### config.mk
export PLATFORM = sky130hd
export DESIGN_NAME = irq_level_ctrl
export DESIGN_NICKNAME = d
export VERILOG_FILES = /design/src/rtl/irq_lvl_pkg.sv /design/src/rtl/irq_mask_bank.sv /design/src/rtl/irq_soft_bits.sv /design/src/rtl/irq_level_pick.sv /design/src/rtl/irq_level_ctrl.sv
export SDC_FILE = /design/constraint.sdc
export NUM_CORES = 1
export LEC_CHECK = 0
export BUFFER_PORTS_ARGS = -buffer_cell sky130_fd_sc_hd__clkbuf_2
export CORE_ASPECT_RATIO = 0.7
export CORE_MARGIN = 8
export CORE_UTILIZATION = 60
export DETAILED_ROUTE_END_ITERATION = 12
export MAX_ROUTING_LAYER = met4
export PLACE_DENSITY = 0.83
export SLEW_MARGIN = 30
export SYNTH_ARGS = -nofsm -noshare
export SYNTH_HDL_FRONTEND = slang
export SYNTH_SLANG_ARGS = --single-unit
### constraint.sdc
create_clock -name clk -period 4.3 [get_ports clk]
set_clock_uncertainty 0.15 [all_clocks]
set_input_delay 0.215 -clock clk [delete_from_list [all_inputs] [get_ports clk]]
set_output_delay 0.215 -clock clk [all_outputs]
set_load 0.05 [all_outputs]
### src/rtl/irq_lvl_pkg.sv
package irq_lvl_pkg;

  localparam logic [31:0] MASK_VALID = 32'hF87F_FFFF;
  localparam logic [31:0] HW_VALID   = 32'h787F_FFFF;
  localparam logic [31:0] ERR_BITS   = 32'h7800_0000;
  localparam int          MASK_ALL   = 31;

  localparam int ADR_PEND = 0;
  localparam int ADR_MASK = 1;
  localparam int ADR_MSET = 2;
  localparam int ADR_MCLR = 3;
  localparam int ADR_TGT  = 4;
  localparam int CPU_BASE = 8;
  localparam int CPU_STEP = 4;

  // level of an expansion/backplane slot x (0..6)
  function automatic logic [3:0] slot_level(input int x);
    return 4'((x < 1) ? 2 : 2 * x + 1);
  endfunction

  // level assigned to a global source bit; 0 if unused
  function automatic logic [3:0] src_level(input int b);
    logic [3:0] l;
    l = 4'd0;
    if (b < 7)        l = slot_level(b);
    else if (b < 14)  l = slot_level(b - 7);
    else begin
      case (b)
        14, 15:         l = 4'd12;
        16:             l = 4'd6;
        17:             l = 4'd13;
        18:             l = 4'd4;
        19:             l = 4'd10;
        20:             l = 4'd8;
        21:             l = 4'd9;
        22:             l = 4'd11;
        27, 28, 29, 30: l = 4'd15;
        default:        l = 4'd0;
      endcase
    end
    return l;
  endfunction

  // highest set index of a level vector (bit 0 ignored)
  function automatic logic [3:0] top_level(input logic [15:0] v);
    logic [3:0] l;
    l = 4'd0;
    for (int i = 1; i < 16; i++)
      if (v[i]) l = 4'(i);
    return l;
  endfunction

endpackage

### src/rtl/irq_mask_bank.sv
module irq_mask_bank
  import irq_lvl_pkg::*;
#(
  parameter int NCPU  = 4,
  parameter int TGT_W = 2
) (
  input  logic             clk,
  input  logic             rst_n,
  input  logic             set_we,
  input  logic             clr_we,
  input  logic             tgt_we,
  input  logic [31:0]      wdata,
  output logic [31:0]      mask_q,
  output logic [TGT_W-1:0] target_q
);

  logic tgt_ok;
  assign tgt_ok = (wdata < 32'(NCPU));

  always_ff @(posedge clk or negedge rst_n) begin
    if (!rst_n) begin
      mask_q   <= MASK_VALID;
      target_q <= '0;
    end else begin
      if (set_we)      mask_q <= mask_q | (wdata & MASK_VALID);
      else if (clr_we) mask_q <= mask_q & ~(wdata & MASK_VALID);
      if (tgt_we && tgt_ok) target_q <= wdata[TGT_W-1:0];
    end
  end

endmodule

### src/rtl/irq_soft_bits.sv
module irq_soft_bits (
  input  logic        clk,
  input  logic        rst_n,
  input  logic        set_we,
  input  logic        clr_we,
  input  logic [31:0] wdata,
  output logic [15:0] soft_q
);

  logic [15:0] req;
  assign req = wdata[31:16] & 16'hFFFE;

  always_ff @(posedge clk or negedge rst_n) begin
    if (!rst_n)      soft_q <= '0;
    else if (set_we) soft_q <= soft_q | req;
    else if (clr_we) soft_q <= soft_q & ~req;
  end

endmodule

### src/rtl/irq_level_pick.sv
module irq_level_pick
  import irq_lvl_pkg::*;
(
  input  logic        clk,
  input  logic        rst_n,
  input  logic [15:0] lvl_vec,
  output logic [3:0]  level_q
);

  always_ff @(posedge clk or negedge rst_n) begin
    if (!rst_n) level_q <= 4'd0;
    else        level_q <= top_level(lvl_vec);
  end

endmodule

### src/rtl/irq_level_ctrl.sv
module irq_level_ctrl
  import irq_lvl_pkg::*;
#(
  parameter int NCPU   = 4,
  parameter int ADDR_W = 6
) (
  input  logic                clk,
  input  logic                rst_n,
  input  logic [31:0]         hw_irq,
  input  logic [NCPU-1:0]     cpu_tmr,
  input  logic                wr_en,
  input  logic [ADDR_W-1:0]   wr_addr,
  input  logic [31:0]         wr_data,
  input  logic [ADDR_W-1:0]   rd_addr,
  output logic [31:0]         rd_data,
  output logic [4*NCPU-1:0]   cpu_level
);

  localparam int TGT_W = (NCPU > 1) ? $clog2(NCPU) : 1;

  logic [31:0]        mask_q;
  logic [TGT_W-1:0]   target_q;
  logic [31:0]        hw_raw;
  logic [31:0]        hw_live;
  logic               err_live;
  logic [15:0]        undirected_vec;
  logic [16*NCPU-1:0] soft_flat;
  logic [16*NCPU-1:0] hwvec_flat;

  logic wr_mset, wr_mclr, wr_tgt;
  assign wr_mset = wr_en && (wr_addr == ADDR_W'(ADR_MSET));
  assign wr_mclr = wr_en && (wr_addr == ADDR_W'(ADR_MCLR));
  assign wr_tgt  = wr_en && (wr_addr == ADDR_W'(ADR_TGT));

  irq_mask_bank #(.NCPU(NCPU), .TGT_W(TGT_W)) u_mask (
    .clk(clk), .rst_n(rst_n), .set_we(wr_mset), .clr_we(wr_mclr),
    .tgt_we(wr_tgt), .wdata(wr_data), .mask_q(mask_q), .target_q(target_q)
  );

  assign hw_raw   = hw_irq & HW_VALID;
  assign hw_live  = hw_raw & ~mask_q & {32{~mask_q[MASK_ALL]}};
  assign err_live = |(hw_live & ERR_BITS);

  always_comb begin
    undirected_vec = '0;
    for (int b = 0; b < 31; b++)
      if (hw_live[b] && !ERR_BITS[b])
        undirected_vec[src_level(b)] = 1'b1;
    undirected_vec[0] = 1'b0;
  end

  for (genvar c = 0; c < NCPU; c++) begin : g_cpu
    localparam logic [ADDR_W-1:0] A_SET = ADDR_W'(CPU_BASE + CPU_STEP * c + 1);
    localparam logic [ADDR_W-1:0] A_CLR = ADDR_W'(CPU_BASE + CPU_STEP * c + 2);

    logic [15:0] soft_q;
    logic [15:0] hw_vec;
    logic        is_tgt;

    irq_soft_bits u_soft (
      .clk(clk), .rst_n(rst_n),
      .set_we(wr_en && (wr_addr == A_SET)),
      .clr_we(wr_en && (wr_addr == A_CLR)),
      .wdata(wr_data), .soft_q(soft_q)
    );

    assign is_tgt = (target_q == TGT_W'(c));

    always_comb begin
      hw_vec = is_tgt ? undirected_vec : 16'h0000;
      if (cpu_tmr[c]) hw_vec[14] = 1'b1;
      if (err_live)   hw_vec[15] = 1'b1;
    end

    irq_level_pick u_pick (
      .clk(clk), .rst_n(rst_n), .lvl_vec(hw_vec | soft_q),
      .level_q(cpu_level[4*c +: 4])
    );

    assign soft_flat[16*c +: 16]  = soft_q;
    assign hwvec_flat[16*c +: 16] = hw_vec;
  end

  always_comb begin
    rd_data = '0;
    if (rd_addr == ADDR_W'(ADR_PEND)) rd_data = hw_raw;
    if (rd_addr == ADDR_W'(ADR_MASK)) rd_data = mask_q;
    if (rd_addr == ADDR_W'(ADR_TGT))  rd_data = 32'(target_q);
    for (int c = 0; c < NCPU; c++)
      if (rd_addr == ADDR_W'(CPU_BASE + CPU_STEP * c))
        rd_data = {soft_flat[16*c +: 16], hwvec_flat[16*c +: 16]};
  end

endmodule

* Word-level counts from Yosys, hierarchy flattened
Index checks and enable logic that the tools add are counted.
** Storage, ports and cells
- Register bits :: 114
- Bits in latches :: 0
- RAM bits :: 0
- ROM bits :: 0
- Output and inout port bits :: 48
- Logic and storage cells :: 375
- Memories :: 0
** Operators by class
- Add/sub/neg operators :: 0
- Multiply operators :: 0
- Div/mod/pow operators :: 0
- Magnitude comparators :: 55
- Equality and inequality tests :: 20
- Shifts and indexed selects :: 0
- Mux-type cells :: 197
- Bitwise logic cells :: 46
- Reduce and logical (&&, ||, !) cells :: 47
** Operators by type and width (count)
- two-way mux 16 bit :: 39
- OR 16 bit :: 34
- two-way mux 4 bit :: 83
- two-way mux 32 bit :: 8
- < comparator 4 x 5 -> 1 bit, second input constant :: 27
- demux 1 bit (select 4 bit) :: 27
- >= comparator 4 x 1 -> 1 bit, second input constant :: 27
- bitwise AND 16 bit :: 4
- bitwise AND 31 bit :: 2
- logical AND 1 bit :: 39
- two-way mux 1 bit :: 39
- equality test 6 x 4 -> 1 bit, second input constant :: 6
- equality test 6 x 5 -> 1 bit, second input constant :: 6
- bitwise AND 32 bit :: 1
- < comparator 32 x 3 -> 1 bit, second input constant :: 1
- NOT 32 bit :: 1
- OR 32 bit :: 1
- two-way mux 31 bit :: 1
- NOT 31 bit :: 1
- NOT 16 bit :: 1
- equality test 6 x 2 -> 1 bit, second input constant :: 2
- equality test 6 x 3 -> 1 bit, second input constant :: 2
- nonzero test 2 bit :: 5
- equality test 6 x 1 -> 1 bit, second input constant :: 1
- other kinds (6) :: 7

* Logic depth before layout (Yosys ltp)
- Depth after elaboration :: 79
- Gate-level depth with buffers :: 8
- Mapped depth without buffers :: 6

* Cells and area by module
A second synthesis with hierarchy kept.
** Second synthesis, totals
- Cell total of the unflattened synthesis :: 761
- Area, all modules :: 6713.9 um^2
** By module, submodules not included
- irq_soft_bits :: instances 4, cells each 49, area an instance 590.6 um^2
- irq_level_ctrl :: instances 1, cells each 339, area an instance 2078.2 um^2
- irq_mask_bank :: instances 1, cells each 110, area an instance 1297.5 um^2
- irq_level_pick :: instances 4, cells each 29, area an instance 244.0 um^2

* Worst setup path before layout
OpenSTA, ideal clock, no wires.
- Path type :: input port to output port
- Start point :: input port rd_addr[1]
- End point :: output port rd_data[11]
- Data arrival time :: 2429 ps
- Required time :: 3935 ps
- Path slack :: 1506 ps
- Stages on the path :: 7
- Buffers on the path :: 1
- Path through :: nor4_2 -> and3_1 -> buf_2 -> nand2_1 -> o21ai_1 -> mux2i_1 -> o31ai_1
** Between the ends
- Cells in the longest elaborated chain, start to end :: 8
** Ends and longest elaborated chain
- start: declaration :: RTL line irq_level_ctrl.sv:14 : input logic [ADDR_W-1:0] rd_addr,
- zero test 6 bit :: RTL line irq_level_ctrl.sv:86 : if (rd_addr == ADDR_W'(ADR_PEND)) rd_data = hw_raw;
- two-way mux 31 bit :: RTL line irq_level_ctrl.sv:86
- two-way mux 32 bit :: RTL line irq_level_ctrl.sv:87 : if (rd_addr == ADDR_W'(ADR_MASK)) rd_data = mask_q;
- two-way mux 32 bit :: RTL line irq_level_ctrl.sv:88 : if (rd_addr == ADDR_W'(ADR_TGT)) rd_data = 32'(target_q);
- two-way mux 32 bit (3 in series) :: RTL line irq_level_ctrl.sv:90 : if (rd_addr == ADDR_W'(CPU_BASE + CPU_STEP * c))
- two-way mux 32 bit (*) :: RTL line irq_level_ctrl.sv:90
- end: declaration :: RTL line irq_level_ctrl.sv:15 : output logic [31:0] rd_data,
Mark *: on every way between the ends. The rest lies on a longest branch, timed or not.

* Worst setup path after layout
- Start point :: input port rd_addr[1]
- End point :: output port rd_data[29]
The elaborated chain is that of the path after synthesis.

==> tab_implementation.tex <==
\begin{tabular}{lr}
\hline
Metric & Value \\
\hline
\multicolumn{2}{l}{\textbf{Run status}} \\
Run status & finished, final reports clean \\
\multicolumn{2}{l}{\textbf{Yosys}} \\
Syn avg cell area & 8.98 um\^{}2 \\
Share of synthesized area occupied by flip-flops and latches & 0.408 \\
Synth top area share & 0.296 \\
Net count after synthesis & 817 \\
Most common cell in the synthesized netlist & nand2\_1 \\
Yosys warning count & 0 \\
Number of enable flip-flop cells after synthesis & 0 \\
Top post-synthesis cells by area & dfrtp\_1 30\%, dfstp\_2 11\%, nand2\_1 7.3\% \\
Post-synthesis cell type count & 62 \\
Top cell type by total area after synthesis & dfrtp\_1 \\
Number of instances in the synthesized netlist & 734 \\
Main flop type after synthesis & dfrtp\_1 \\
Ys async rst share & 1.00 \\
Flip-flop and latch count after synthesis & 106 \\
Synthesized area & 0.00659 mm\^{}2 \\
Most used standard cells in the synthesized netlist & 128 x nand2\_1, 78 x dfrtp\_1, 57 x nor2\_1 \\
\multicolumn{2}{l}{\textbf{Power}} \\
Worst IR drop on VDD & 0.223 mV \\
Pwr/cell area & 333 mW/mm\^{}2 \\
Static leakage & 0.00330 uW \\
Total Power & 2530 uW \\
\multicolumn{2}{l}{\textbf{Floorplan}} \\
Area of the core & 0.0109 mm\^{}2 \\
Die outline width & 141 um \\
Starting Density & 0.607 \\
Row Count & 32 \\
Total Die Area & 0.0146 mm\^{}2 \\
Die Y-Extent & 104 um \\
Count of boundary I/O pins & 131 \\
\multicolumn{2}{l}{\textbf{Setup path}} \\
Cell occurring most often along the worst timing path & clkbuf\_2 \\
Data arrival time of the critical path & 2.78 ns \\
Critical Path Source & rd\_addr[1] \\
Critical path class & in2out \\
Crit path max-delay family & simple AND/OR/NAND/NOR gates \\
Critical path's largest stage delay & 0.82 ns \\
Worst-path fanout max & 21 \\
Worst Path Buf+Inv & 3 \\
Slowest cell on the critical path & and2\_1 \\
Data required time at the worst endpoint & 3.93 ns \\
Cells along the critical path & clkbuf\_2, nor3\_1, and3b\_1, buf\_4, and2\_1, a221oi\_1, o21ai\_0, o21a\_1, clkbuf\_2 \\
FF-to-FF Start & u\_mask.target\_q[1] \\
Element type at the critical path start & input pin \\
Nature of the critical path endpoint & output port \\
\multicolumn{2}{l}{\textbf{Finish}} \\
Final non-filler cell total & 992 \\
Layout cell share with drive strength beyond 1 & 0.281 \\
Growth of design area from synthesis to finish & 15.2\% \\
Util after Layout & 0.699 \\
Final antenna diode count & 0 \\
Final standard cell area without fillers & 0.00759 mm\^{}2 \\
Number of nets at the end of the flow & 917 \\
\multicolumn{2}{l}{\textbf{STA}} \\
Worst Max-Slew Pin Slew & 0.969 ns \\
Min cycle time layout & 3.14 ns \\
Setup violators final & 0 \\
Max Transition Viols Final & 0 \\
Tcrit/Tclk final & 0.730 \\
Top achievable clock speed & 0.318 GHz \\
Worst rel slew slack & 0.354 \\
Number of hold violations in the final report & 0 \\
RSZ-0062 raised after global routing & false \\
TNS Setup & 0 ns \\
\multicolumn{2}{l}{\textbf{Route}} \\
Remaining design rule violation count & 0 \\
Number of DRC markers after the initial detailed-route iteration & 1235 \\
Pre-Repair DR Iteration Count & 8 \\
DRT antenna net count & 0 \\
Total wire length after detailed routing & 25.6 mm \\
Via count & 7038 \\
Via density & 7.09 \\
Post-detailed-route wirelength per cell & 25.8 um \\
\multicolumn{2}{l}{\textbf{Clock network}} \\
Cell at the root of the clock tree & clkbuf\_16 \\
Number of hold-repair buffers added at the cts stage & 3 \\
Post\_cts resized & 0 \\
\# clock sinks & 106 \\
Count of H-tree levels built during CTS & 3 \\
Cts bufs inserted & 9 \\
CTS tree & built \\
Clock insertion delay at the later pin of the skew report & 0.36 ns \\
Maximum root-to-sink buffer count & 2 \\
Clock slew seen by the registers of the worst setup and hold paths & 0.08 ns \\
Buffers inserted by post-CTS timing repair & 0 \\
\multicolumn{2}{l}{\textbf{GRT}} \\
Overall Global Routing Usage & 0.351 \\
Number of antenna violations at the first check in global routing & 0 \\
Via count of the first global-routing pass & 6560 \\
Wire length of the first global-routing pass & 38.5 mm \\
Overflow left after global routing & 0 \\
Largest net degree at the start of global routing & 75 \\
\multicolumn{2}{l}{\textbf{Place}} \\
HPWL after detailed placement & 19.3 mm \\
Final weighted congestion in routability-driven placement & 1.12 \\
Standard cell area after detailed placement & 0.00723 mm\^{}2 \\
PortBufs & 125 \\
Cells after DPL & 973 \\
\multicolumn{2}{l}{\textbf{Hold path}} \\
Hold wc startpoint & cpu\_tmr[3] \\
Type of the tightest min-delay check & in2reg \\
\multicolumn{2}{l}{\textbf{Run}} \\
Number of max-cap violations & 0 \\
\hline
\end{tabular}
==> worst reg2reg max path: cells and delay by family (launching register included) <==
family | cells | cell delay (ns)
and+or+nand+nor | 1 | 0.51
AOI/OAI and AO/OA | 4 | 1.08
DFF | 1 | 0.73
==> per-layer routing <==
layer  routed length, um  track usage  part of all wire
met1               10300        0.476              0.40
met2               10700        0.485              0.42
met5                   0            -                 0
met4                 978        0.131             0.038
met3                3610        0.105              0.14
==> cells in the final DEF (no fill, tap or decap), types with 21 or more instances in the layout <==
cell type	netlist	layout
o21ai_1	21	21
clkbuf_2	0	124
o21ai_0	35	35
dfstp_2	28	28
a22o_1	32	32
nand2_1	128	128
nor2_1	57	53
mux2_2	39	39
dfrtp_1	78	78
nand2b_1	31	31
a21oi_1	31	31
==> power breakdown <==
part | switching (uW) | internal, uW | total (uW)
sequential | 123 | 1080 | 1210
clock | 440 | 421 | 861
combinational | 286 | 175 | 461
==> final timing paths <==
path                                               to  slack [ns]  depth (start not counted)
setup / recovery                          rd_data[29]        1.16                          9
hold reg to reg                             flip-flop        0.38                          1
min in group asynchronous                   async pin        0.30                          2
hold / removal             g_cpu[3].u_pick.level_q[1]        0.02                          3
setup reg to reg           g_cpu[2].u_pick.level_q[0]        1.66                          5
max in group asynchronous                   async pin        2.75                          3
==> kinds of logic after synthesis <==
kind of cell,Yosys count,share of synthesized area
buf+inv,61,0.0452
mux,50,0.0851
compound gates,235,0.255
xor+xnor,1,0.00133
simple gates,281,0.205
flops,106,0.408
==> stage by stage <==
stage	hold WS (ns)	setup slack (ns)
CTS	0.0175	1.32
global route	0.0418	1.06
global placement	0.255	1.35
finish	0.0242	1.16
floorplan	-0.231	1.51
detailed placement	0.262	1.32
==> final cells by class <==
class	count	area [um^2]
clock buffer	9	225
clock inverter	7	86.3
fill	881	3260
inverter	14	52.6
multi-input combinational	567	3620
sequential	106	2690
tap	153	191
timing repair buffer	136	722
(Power assumes the default switching activity.)
